<file path="src/rtl/aux_edge_pwm_pkg.sv">
package aux_edge_pwm_pkg;
  localparam int FINE_W = 3;
  localparam int SLOTS = 1 << FINE_W;

  typedef struct packed {
    logic capture;   // settings are sampled at this clock edge
    logic holdLow;   // latched period is zero
  } ctrlStrobe_t;
endpackage

</file>
<file path="src/rtl/aux_edge_pwm_ctrl.sv">
module aux_edge_pwm_ctrl
  import aux_edge_pwm_pkg::*;
#(
  parameter int PERIOD_W = 9
) (
  input  logic                clk,
  input  logic                rst,
  input  logic [PERIOD_W-1:0] periodSteps,
  output ctrlStrobe_t         strobe,
  output logic [PERIOD_W-1:0] stepCnt,
  output logic [PERIOD_W-1:0] curPeriod
);
  logic lastStep;

  assign lastStep = (curPeriod == '0) || (stepCnt == curPeriod - 1'b1);

  always_ff @(posedge clk) begin
    if (rst) begin
      stepCnt   <= '0;
      curPeriod <= '0;
    end else if (lastStep) begin
      stepCnt   <= '0;
      curPeriod <= periodSteps;
    end else begin
      stepCnt   <= stepCnt + 1'b1;
    end
  end

  assign strobe.capture = lastStep;
  assign strobe.holdLow = (curPeriod == '0);
endmodule

</file>
<file path="src/rtl/aux_edge_pwm_dp.sv">
module aux_edge_pwm_dp
  import aux_edge_pwm_pkg::*;
#(
  parameter int EDGE_W   = 12,
  parameter int PERIOD_W = 9,
  parameter int MOD_W    = 10,
  parameter int BLANK_W  = 4
) (
  input  logic                    clk,
  input  logic                    rst,
  input  ctrlStrobe_t             strobe,
  input  logic [PERIOD_W-1:0]     stepCnt,
  input  logic [PERIOD_W-1:0]     periodSteps,
  input  logic [EDGE_W-1:0]       riseTime,
  input  logic [EDGE_W-1:0]       fallTime,
  input  logic                    riseModEn,
  input  logic                    riseModSign,
  input  logic                    fallModEn,
  input  logic                    fallModSign,
  input  logic signed [MOD_W-1:0] modValue,
  input  logic                    regulateSel,
  input  logic [BLANK_W-1:0]      blankSteps,
  output logic [SLOTS-1:0]        pwmSlots,
  output logic                    blankOut
);
  localparam int SUM_W  = EDGE_W + 2;
  localparam int STEP_W = EDGE_W - FINE_W;

  logic signed [SUM_W-1:0] maxFine;
  logic signed [SUM_W-1:0] modExt;
  logic [EDGE_W-1:0]       nextRise, nextFall;
  logic                    nextOn;

  logic [EDGE_W-1:0]  actRise, actFall;
  logic               actOn, actReg;
  logic [BLANK_W-1:0] actBlank;

  assign maxFine = $signed({{(SUM_W-PERIOD_W-FINE_W){1'b0}}, periodSteps, {FINE_W{1'b0}}})
                   - SUM_W'(1);
  assign modExt  = {{(SUM_W-MOD_W){modValue[MOD_W-1]}}, modValue};

  function automatic logic [EDGE_W-1:0] placeEdge(
    input logic [EDGE_W-1:0]       progTime,
    input logic                    modEn,
    input logic                    modSign,
    input logic signed [SUM_W-1:0] shift,
    input logic signed [SUM_W-1:0] limit
  );
    logic signed [SUM_W-1:0] base, moved;
    base = $signed({{(SUM_W-EDGE_W){1'b0}}, progTime});
    if (!modEn)       moved = base;
    else if (modSign) moved = base + shift;
    else              moved = base - shift;
    if (moved < 0)          placeEdge = '0;
    else if (moved > limit) placeEdge = limit[EDGE_W-1:0];
    else                    placeEdge = moved[EDGE_W-1:0];
  endfunction

  assign nextRise = placeEdge(riseTime, riseModEn, riseModSign, modExt, maxFine);
  assign nextFall = placeEdge(fallTime, fallModEn, fallModSign, modExt, maxFine);
  assign nextOn   = (periodSteps != '0)
                 && (nextRise[EDGE_W-1:FINE_W] != nextFall[EDGE_W-1:FINE_W])
                 && (nextRise < nextFall);

  always_ff @(posedge clk) begin
    if (rst) begin
      actRise  <= '0;
      actFall  <= '0;
      actOn    <= 1'b0;
      actReg   <= 1'b0;
      actBlank <= '0;
    end else if (strobe.capture) begin
      actRise  <= nextRise;
      actFall  <= nextFall;
      actOn    <= nextOn;
      actReg   <= regulateSel;
      actBlank <= blankSteps;
    end
  end

  logic [EDGE_W-1:0] stepExt, riseStep, blankEnd;
  logic              pulseLive;

  assign pulseLive = actOn && !strobe.holdLow;
  assign stepExt   = EDGE_W'(stepCnt);
  assign riseStep  = {{FINE_W{1'b0}}, actRise[EDGE_W-1:FINE_W]};
  assign blankEnd  = riseStep + EDGE_W'(actBlank);
  assign blankOut  = pulseLive && actReg && (stepExt >= riseStep) && (stepExt < blankEnd);

  for (genvar k = 0; k < SLOTS; k++) begin : g_slot
    logic [EDGE_W-1:0] fineT;
    assign fineT       = {stepExt[STEP_W-1:0], FINE_W'(k)};
    assign pwmSlots[k] = pulseLive && (fineT >= actRise) && (fineT < actFall);
  end
endmodule

</file>
<file path="src/rtl/aux_edge_pwm.sv">
module aux_edge_pwm
  import aux_edge_pwm_pkg::*;
#(
  parameter int EDGE_W   = 12,
  parameter int PERIOD_W = 9,
  parameter int MOD_W    = 10,
  parameter int BLANK_W  = 4
) (
  input  logic                    clk,
  input  logic                    rst,
  input  logic [PERIOD_W-1:0]     periodSteps,
  input  logic [EDGE_W-1:0]       riseTime,
  input  logic [EDGE_W-1:0]       fallTime,
  input  logic                    riseModEn,
  input  logic                    riseModSign,
  input  logic                    fallModEn,
  input  logic                    fallModSign,
  input  logic signed [MOD_W-1:0] modValue,
  input  logic                    regulateSel,
  input  logic [BLANK_W-1:0]      blankSteps,
  output logic [7:0]              pwmSlots,
  output logic                    blankOut
);
  ctrlStrobe_t         strobe;
  logic [PERIOD_W-1:0] stepCnt;
  logic [PERIOD_W-1:0] curPeriod;

  aux_edge_pwm_ctrl #(.PERIOD_W(PERIOD_W)) u_ctrl (
    .clk(clk), .rst(rst), .periodSteps(periodSteps),
    .strobe(strobe), .stepCnt(stepCnt), .curPeriod(curPeriod)
  );

  aux_edge_pwm_dp #(
    .EDGE_W(EDGE_W), .PERIOD_W(PERIOD_W), .MOD_W(MOD_W), .BLANK_W(BLANK_W)
  ) u_dp (
    .clk(clk), .rst(rst), .strobe(strobe), .stepCnt(stepCnt),
    .periodSteps(periodSteps), .riseTime(riseTime), .fallTime(fallTime),
    .riseModEn(riseModEn), .riseModSign(riseModSign),
    .fallModEn(fallModEn), .fallModSign(fallModSign),
    .modValue(modValue), .regulateSel(regulateSel), .blankSteps(blankSteps),
    .pwmSlots(pwmSlots), .blankOut(blankOut)
  );
endmodule

</file>
<file path="config.mk">
export PLATFORM = sky130hd
export DESIGN_NAME = aux_edge_pwm
export DESIGN_NICKNAME = d
export VERILOG_FILES = /design/src/rtl/aux_edge_pwm_pkg.sv /design/src/rtl/aux_edge_pwm_ctrl.sv /design/src/rtl/aux_edge_pwm_dp.sv /design/src/rtl/aux_edge_pwm.sv
export SDC_FILE = /design/constraint.sdc
export NUM_CORES = 1
export LEC_CHECK = 0
export ABC_AREA = 1
export BUFFER_PORTS_ARGS = -buffer_cell sky130_fd_sc_hd__clkbuf_2
export CAP_MARGIN = 20
export CORE_AREA = 2 2 127 129
export CTS_CLUSTER_DIAMETER = 80
export DETAILED_ROUTE_END_ITERATION = 7
export DIE_AREA = 0 0 129 131
export HOLD_SLACK_MARGIN = 0.02
export PLACE_DENSITY = 0.58
export SETUP_SLACK_MARGIN = 0.5
export SYNTH_ARGS = -nofsm -noshare
export SYNTH_HDL_FRONTEND = slang
export SYNTH_SLANG_ARGS = --single-unit
</file>
<file path="constraint.sdc">
create_clock -name clk -period 10.55 [get_ports clk]
set_input_delay 0.5275 -clock clk [delete_from_list [all_inputs] [get_ports clk]]
set_output_delay 0.5275 -clock clk [all_outputs]
set_load 0.01 [all_outputs]
</file>
# --- Word-level counts from Yosys, hierarchy flattened ---
# Index checks and enable logic that the tools add are counted.
word_totals:
  reg_bits: 48
  latchBits: 0
  ramBits: 0
  romBits: 0
  input_bits: 54
  output_inout_bits: 9
  elab_cells: 75
  mem_count: 0
op_classes:
  add_sub_neg: 8
  n_mul: 0
  div: 0
  n_lt_le_gt_ge: 23
  eq_ne: 2
  shift: 0
  mux: 8
  n_bitwise: 0
  reduce_logical: 27
ops:
  columns: ["op", "count"]
  rows:
  - ["12-bit < comparator", 9]
  - ["12-bit >= comparator", 8]
  - ["14-bit 2-to-1 mux", 4]
  - ["12-bit 2-to-1 mux", 4]
  - ["13-bit by 10-bit adder with 14-bit output", 2]
  - ["14-bit by 13-bit greater-than comparator with 1-bit output", 2]
  - ["14-bit by 1-bit < comparator with 1-bit output, second input constant", 2]
  - ["13-bit by 10-bit subtractor with 14-bit output", 2]
  - ["1-bit logical AND", 22]
  - ["12-bit by 1-bit subtractor with 13-bit output, second input constant", 1]
  - ["9-bit by 12-bit < comparator with 1-bit output", 1]
  - ["9-bit by 4-bit adder with 10-bit output", 1]
  - ["9-bit by 1-bit adder with 9-bit output, second input constant", 1]
  - ["9-bit == test", 1]
  - ["9-bit >= comparator", 1]
  - ["9-bit zero test", 1]
  - ["9-bit inequality test", 1]
  - ["9-bit nonzero test", 1]
  - ["9-bit by 1-bit subtractor with 9-bit output, second input constant", 1]
  - ["2-bit OR reduction", 1]
  - ["1-bit zero test", 1]
  - ["1-bit logical OR", 1]

# --- Depth between registers and ports, before layout ---
depth:
  word_depth: 9
  ltp_mapped: 41
  ltp_nobuf: 41

# --- Cells and area by module ---
# A second synthesis with hierarchy kept.
unflattened:
  hier_cells: 1006
  hier_area_um2: 6388.6
modules_own_cells:
  columns: ["mod", "n_inst", "cells_each", "area_per_inst_um2", "seq_area_each_um2"]
  rows:
  - ["aux_edge_pwm_dp", 1, 840, 5281.3, 600.6]
  - ["aux_edge_pwm_ctrl", 1, 166, 1107.3, 360.3]

# --- Worst setup path after synthesis ---
# Ideal clock, no wire load.
synth_timing:
  path_type: "input to register"
  start: "input modValue[0]"
  end: "register u_dp.actOn"
  setup_ns: 0.112
  arrival_time_ns: 4.908
  t_required_ns: 10.438
  path_slack_ns: 5.530
  cell_stages: 40
  n_path_buf: 0
  path_cell_list: "inv_1 -> ha_1 -> nand2_1 -> nor2_2 -> nand3_1 -> or2_2 -> o21ai_0 -> nand2_1 -> o21ai_0 -> ha_1 -> nand2_1 -> nor2_1 -> nand3_1 -> o2111ai_1 -> nand2_1 -> nand2_1 -> a21oi_1 -> xor2_1 -> [4 not listed] -> nand2_1 -> nand2_1 -> nand2_1 -> nand3_1 -> inv_2 -> or2_2 -> nand3_1 -> inv_1 -> ha_1 -> nand2_1 -> inv_1 -> nand3_1 -> nor2_1 -> a21oi_1 -> nand3_1 -> a21oi_1 -> nand2_1 -> nand2_1"
synth_via:
  elab_chain_len: 9
  elab_cells_between_ends: 20
  classes_between: "add/sub (4); order compare (5); eq/ne (1); mux (8); reduce/logical (2)"
synth_rtl:
  columns: ["element", "line", "source"]
  rows:
  - ["start, declared", "aux_edge_pwm.sv:18", "input logic signed [MOD_W-1:0] modValue,"]
  - ["13-bit by 10-bit subtractor with 14-bit output / 13-bit by 10-bit adder with 14-bit output (equally long branches)", "aux_edge_pwm_dp.sv:53, aux_edge_pwm_dp.sv:52", null]
  - ["14-bit 2-to-1 mux (*)", "aux_edge_pwm_dp.sv:52", "else if (modSign) moved = base + shift;"]
  - ["14-bit 2-to-1 mux (*)", "aux_edge_pwm_dp.sv:51", "if (!modEn) moved = base;"]
  - ["14-bit by 13-bit greater-than comparator with 1-bit output", "aux_edge_pwm_dp.sv:55", "else if (moved > limit) placeEdge = limit[EDGE_W-1:0];"]
  - ["12-bit 2-to-1 mux", "aux_edge_pwm_dp.sv:55", null]
  - ["12-bit 2-to-1 mux (*)", "aux_edge_pwm_dp.sv:54", "if (moved < 0) placeEdge = '0;"]
  - ["via u_dp.nextRise[11]", "aux_edge_pwm_dp.sv:31", "logic [EDGE_W-1:0] nextRise, nextFall;"]
  - ["parallel branches: the longest is 2 deep, another holds 12-bit < comparator", null, null]
  - ["1-bit logical AND (*)", "aux_edge_pwm_dp.sv:63", "&& (nextRise < nextFall);"]
  - ["end signal, assigned", "aux_edge_pwm_dp.sv:75", "actOn <= nextOn;"]
  - ["end, declared", "aux_edge_pwm_dp.sv:35", "logic actOn, actReg;"]
# Mark *: on every way through the listed nets, which the timed path passes.
# A chain may end at the register's enable or synchronous reset.

# --- Final worst setup path ---
# Same ends and word-level chain as after synthesis.

==> impl_results.rst <==
.. list-table::
   :header-rows: 1

   * - Metric
     - Value
   * - Post-synthesis register bit count
     - 48
   * - Slowest Stage Delay on Critical Path
     - 0.32 ns
   * - Max-cap violations
     - 0
   * - TritonCTS clock tree
     - yes
   * - Arrival time at the worst endpoint
     - 6.18 ns
   * - HP Class
     - in2reg
   * - Clock Tree Buf Depth
     - 2
   * - Number of global-route vias before repair
     - 5540
   * - Syn avg cell area
     - 6.67 um^2
   * - Combined area of all synthesized cells
     - 6100 um^2
   * - CTS Buf Count
     - 5
   * - Highest-count cells in the layout ignoring fill and taps
     - sky130_fd_sc_hd__nand2_1, sky130_fd_sc_hd__inv_1, sky130_fd_sc_hd__ha_1
   * - Top-level I/O count
     - 63
   * - Seq. cell area
     - 961 um^2
   * - Number of I/O port buffers
     - 62
   * - Die extent in y
     - 131 um
   * - Cell with the largest stage delay on the worst path
     - sky130_fd_sc_hd__ha_1
   * - Most prevalent standard cell on the critical path
     - sky130_fd_sc_hd__nand2_1
   * - Post-synthesis sequential area ratio
     - 15.7%
   * - Achievable frequency
     - 0.168 GHz
   * - Power per cell area
     - 194 nW/um^2
   * - CP bufs+invs
     - 6
   * - Floorplan die area
     - 16900 um^2
   * - Family with the most delay on the worst path
     - simple AND/OR/NAND/NOR gates
   * - Fill count
     - 1721
   * - Largest net degree at the start of global routing
     - 38
   * - Number of cells upsized or downsized after cts
     - 0
   * - Worst r2r dst
     - u_dp.actFall[10]$_SDFFE_PP0P_
   * - Setup repair after global routing missed its margin
     - false
   * - Run status
     - completed
   * - Final-stage net count
     - 1120
   * - Worst reg-to-reg setup slack
     - 7.90 ns
   * - VDD IR-drop max
     - 85.3 uV
   * - Fin. max-slew vios
     - 0
   * - Cell area after layout
     - 6700 um^2
   * - Required time reported for the critical path endpoint
     - 10.79 ns
   * - Initial antenna violation count
     - 0
   * - Total global-route track usage
     - 20.5%
   * - Met2 usage in global routing
     - 37.3%
   * - Fraction of synthesis flops using an asynchronous set or reset pin
     - 0%
   * - Kind of capture point of the worst setup path
     - flop
   * - Met3 layer usage reported by global route
     - 2.04%
   * - Largest driver fanout on the critical path
     - 12
   * - Final setup violation count
     - 0
   * - Post-DR wirelength/cell
     - 14.2 um
   * - Worst-Skew Late Latency
     - 0.30 ns
   * - End point of the most critical hold path
     - u_dp.actReg$_SDFFE_PP0P_
   * - Hold Violations, Final
     - 0
   * - Cells after synthesis
     - 915
   * - Initial core utilization
     - 39.1%
   * - Total core area
     - 15600 um^2
   * - Fraction of final layout cells with drive strength greater than 1
     - 11.8%
   * - Leakage dissipation
     - 3.45 nW
   * - Multi-input gate area
     - 4510 um^2
   * - Most instantiated flip-flop cell in the synthesis netlist
     - sky130_fd_sc_hd__dfxtp_1
   * - Buffer count from post-CTS setup fixing
     - 0
   * - Normalized max-slew margin
     - 49.5%
   * - # clock sinks
     - 48
   * - Post-Route Skew
     - 0.00469 ns
   * - Number of hold buffers added after cts
     - 0
   * - Most used routing layer in global routing
     - met2
   * - Number of enable-type register cells in the synthesized netlist
     - 0
   * - Final total negative setup slack
     - 0 ns
   * - Syn. warnings
     - 0
   * - Tightest Pin Transition
     - 0.751 ns
   * - Fin crit period
     - 5.94 ns
   * - Layout-stage area growth over the synthesis result
     - 9.69%
   * - Met1 track utilization from global routing
     - 26.0%
   * - Total Wirelength
     - 16.7 mm
   * - Most common cell after layout, fill and taps aside
     - sky130_fd_sc_hd__nand2_1
   * - Total number of vias
     - 5927
   * - Final worst slack
     - 4.61 ns
   * - Cell at the root of the clock tree
     - sky130_fd_sc_hd__clkbuf_16
   * - Number of cells on the worst reg-to-reg path
     - 14
   * - Diode insertion count for antenna repair
     - 0
   * - Number of search-and-repair iterations in the first detailed-routing pass
     - 4
   * - Worst setup slack after placement
     - 4.31 ns
   * - Die X
     - 129 um
   * - Placement-stage cell area
     - 6550 um^2
   * - Critical path start-end classification
     - in2reg
   * - Worst hold start
     - regulateSel
   * - Net Count, Synth
     - 1069
   * - Antenna Violating Nets Remaining
     - 0
   * - Worst hold path stage count
     - 3
   * - Wire length of the first global-routing pass
     - 27.5 mm
   * - 1st-iter DRT viols
     - 261
   * - DR DRC count
     - 0
   * - Launching point of the worst reg2reg path
     - u_ctrl.curPeriod[0]$_SDFFE_PP0P_
   * - Leftover overflow at the end of global routing
     - 0
   * - Number of distinct library cells after synthesis
     - 51
   * - Final weighted congestion in routability-driven placement
     - 0.937
   * - Avg Vias per Cell
     - 5.01
   * - H-Tree Level Count
     - 2
   * - Period Utilization, post-route
     - 56.3%
   * - Post-detailed-placement half-perimeter wirelength
     - 14.0 mm
   * - Clock transition time at the flip-flop clock pins of the worst setup and hold paths
     - 0.07 ns
   * - Row cnt
     - 46
   * - Crit path launch type
     - primary input
==> per-layer routing <==
| metal | wire length [um] | vias to the layer above |
|---|---|---|
| li1 | - | 3175 |
| met1 | 7750 | 2629 |
| met2 | 8200 | 105 |
| met3 | 487 | 18 |
| met4 | 308 | 0 |
| met5 | 0 | - |
==> sequential cells by signal (all words and copies together) (netlist names) <==
name	count
u_dp.actReg	1
u_ctrl.stepCnt	9
u_dp.actOn	1
u_ctrl.curPeriod	9
u_dp.actRise	12
u_dp.actBlank	4
u_dp.actFall	12
==> through the flow <==
| stage | std cells | utilization [%] | power [mW] | hold slack (ns) |
|---|---|---|---|---|
| after global placement | 1175 | 42.0 | 1.14 | 0.442 |
| final | 1183 | 42.9 | 1.30 | 0.438 |
| after floorplan | 915 | - | 0.953 | 0.426 |
| after global routing | 1183 | 42.9 | 1.44 | 0.439 |
| after CTS | 1183 | 42.9 | 1.30 | 0.437 |
| after detailed placement | 1175 | 42.0 | 1.14 | 0.440 |
==> tightest hold or removal path, stage by stage <==
cell and delay, ns:
sky130_fd_sc_hd__clkbuf_2 0.08, sky130_fd_sc_hd__nand2_1 0.05, sky130_fd_sc_hd__o21ai_2 0.04
==> worst max path at each step <==
| stage | cells past startpoint | endpoint | from |
|---|---|---|---|
| 2_1_floorplan | 40 | u_dp.actOn$_SDFFE_PP0P_ | modValue[0] |
| 3_3_place_gp | 41 | u_dp.actOn$_SDFFE_PP0P_ | modValue[0] |
| 3_5_place_dp | 41 | u_dp.actOn$_SDFFE_PP0P_ | modValue[0] |
| 4_1_cts | 41 | u_dp.actOn$_SDFFE_PP0P_ | modValue[0] |
| 5_1_grt | 41 | u_dp.actOn$_SDFFE_PP0P_ | modValue[0] |
| 6_report | 41 | u_dp.actOn$_SDFFE_PP0P_ | modValue[0] |
==> cell families after synthesis <==
| logic type | synth area share, % |
|---|---|
| adders and majority gates | 20.9 |
| AOI/OAI and AO/OA | 18.9 |
| DFF | 15.7 |
| xor gates and xnor gates | 6.31 |
| buffers and inverters | 10.3 |
| and+or+nand+nor | 27.9 |
==> cell type report <==
class                      count  share of cell area, %
timing repair buffer          62                   4.63
inverter                     130                   7.36
tap                          216                   4.04
clock buffer                   5                   1.87
multi-input combinational    719                   67.4
clock inverter                 3                  0.355
sequential                    48                   14.3
==> Yosys cell counts (4+ instances only) <==
library cell | number | share of area [%]
sky130_fd_sc_hd__a21boi_0 | 6 | 0.74
sky130_fd_sc_hd__a21o_1 | 6 | 0.74
sky130_fd_sc_hd__a21oi_1 | 54 | 4.4
sky130_fd_sc_hd__a22o_1 | 4 | 0.57
sky130_fd_sc_hd__a31oi_1 | 7 | 0.72
sky130_fd_sc_hd__buf_6 | 8 | 1.5
sky130_fd_sc_hd__clkbuf_1 | 5 | 0.31
sky130_fd_sc_hd__dfxtp_1 | 48 | 16
sky130_fd_sc_hd__ha_1 | 97 | 20
sky130_fd_sc_hd__inv_1 | 120 | 7.4
sky130_fd_sc_hd__inv_2 | 8 | 0.49
sky130_fd_sc_hd__nand2_1 | 228 | 14
sky130_fd_sc_hd__nand3_1 | 52 | 4.3
sky130_fd_sc_hd__nand3b_1 | 4 | 0.49
sky130_fd_sc_hd__nand4_1 | 11 | 1.1
sky130_fd_sc_hd__nor2_1 | 61 | 3.8
sky130_fd_sc_hd__nor3_1 | 9 | 0.74
sky130_fd_sc_hd__nor4_1 | 4 | 0.41
sky130_fd_sc_hd__o211ai_1 | 6 | 0.74
sky130_fd_sc_hd__o211ai_2 | 8 | 1.6
sky130_fd_sc_hd__o21ai_0 | 44 | 3.6
sky130_fd_sc_hd__o21ai_1 | 4 | 0.33
sky130_fd_sc_hd__o21ai_2 | 4 | 0.57
sky130_fd_sc_hd__o22ai_1 | 23 | 2.4
sky130_fd_sc_hd__or2_2 | 5 | 0.51
sky130_fd_sc_hd__xnor2_1 | 10 | 1.4
sky130_fd_sc_hd__xor2_1 | 34 | 4.9
==> report_power, final <==
group / switching (mW) / leakage (nW) / internal, mW / total [mW]
Sequential: 0.0480 / 0.393 / 0.244 / 0.292
Clock: 0.0745 / 0.0660 / 0.0883 / 0.163
Combinational: 0.542 / 2.99 / 0.300 / 0.842
Total: 0.665 / 3.45 / 0.633 / 1.30
Note: power is estimated with default switching activity, not from simulation.
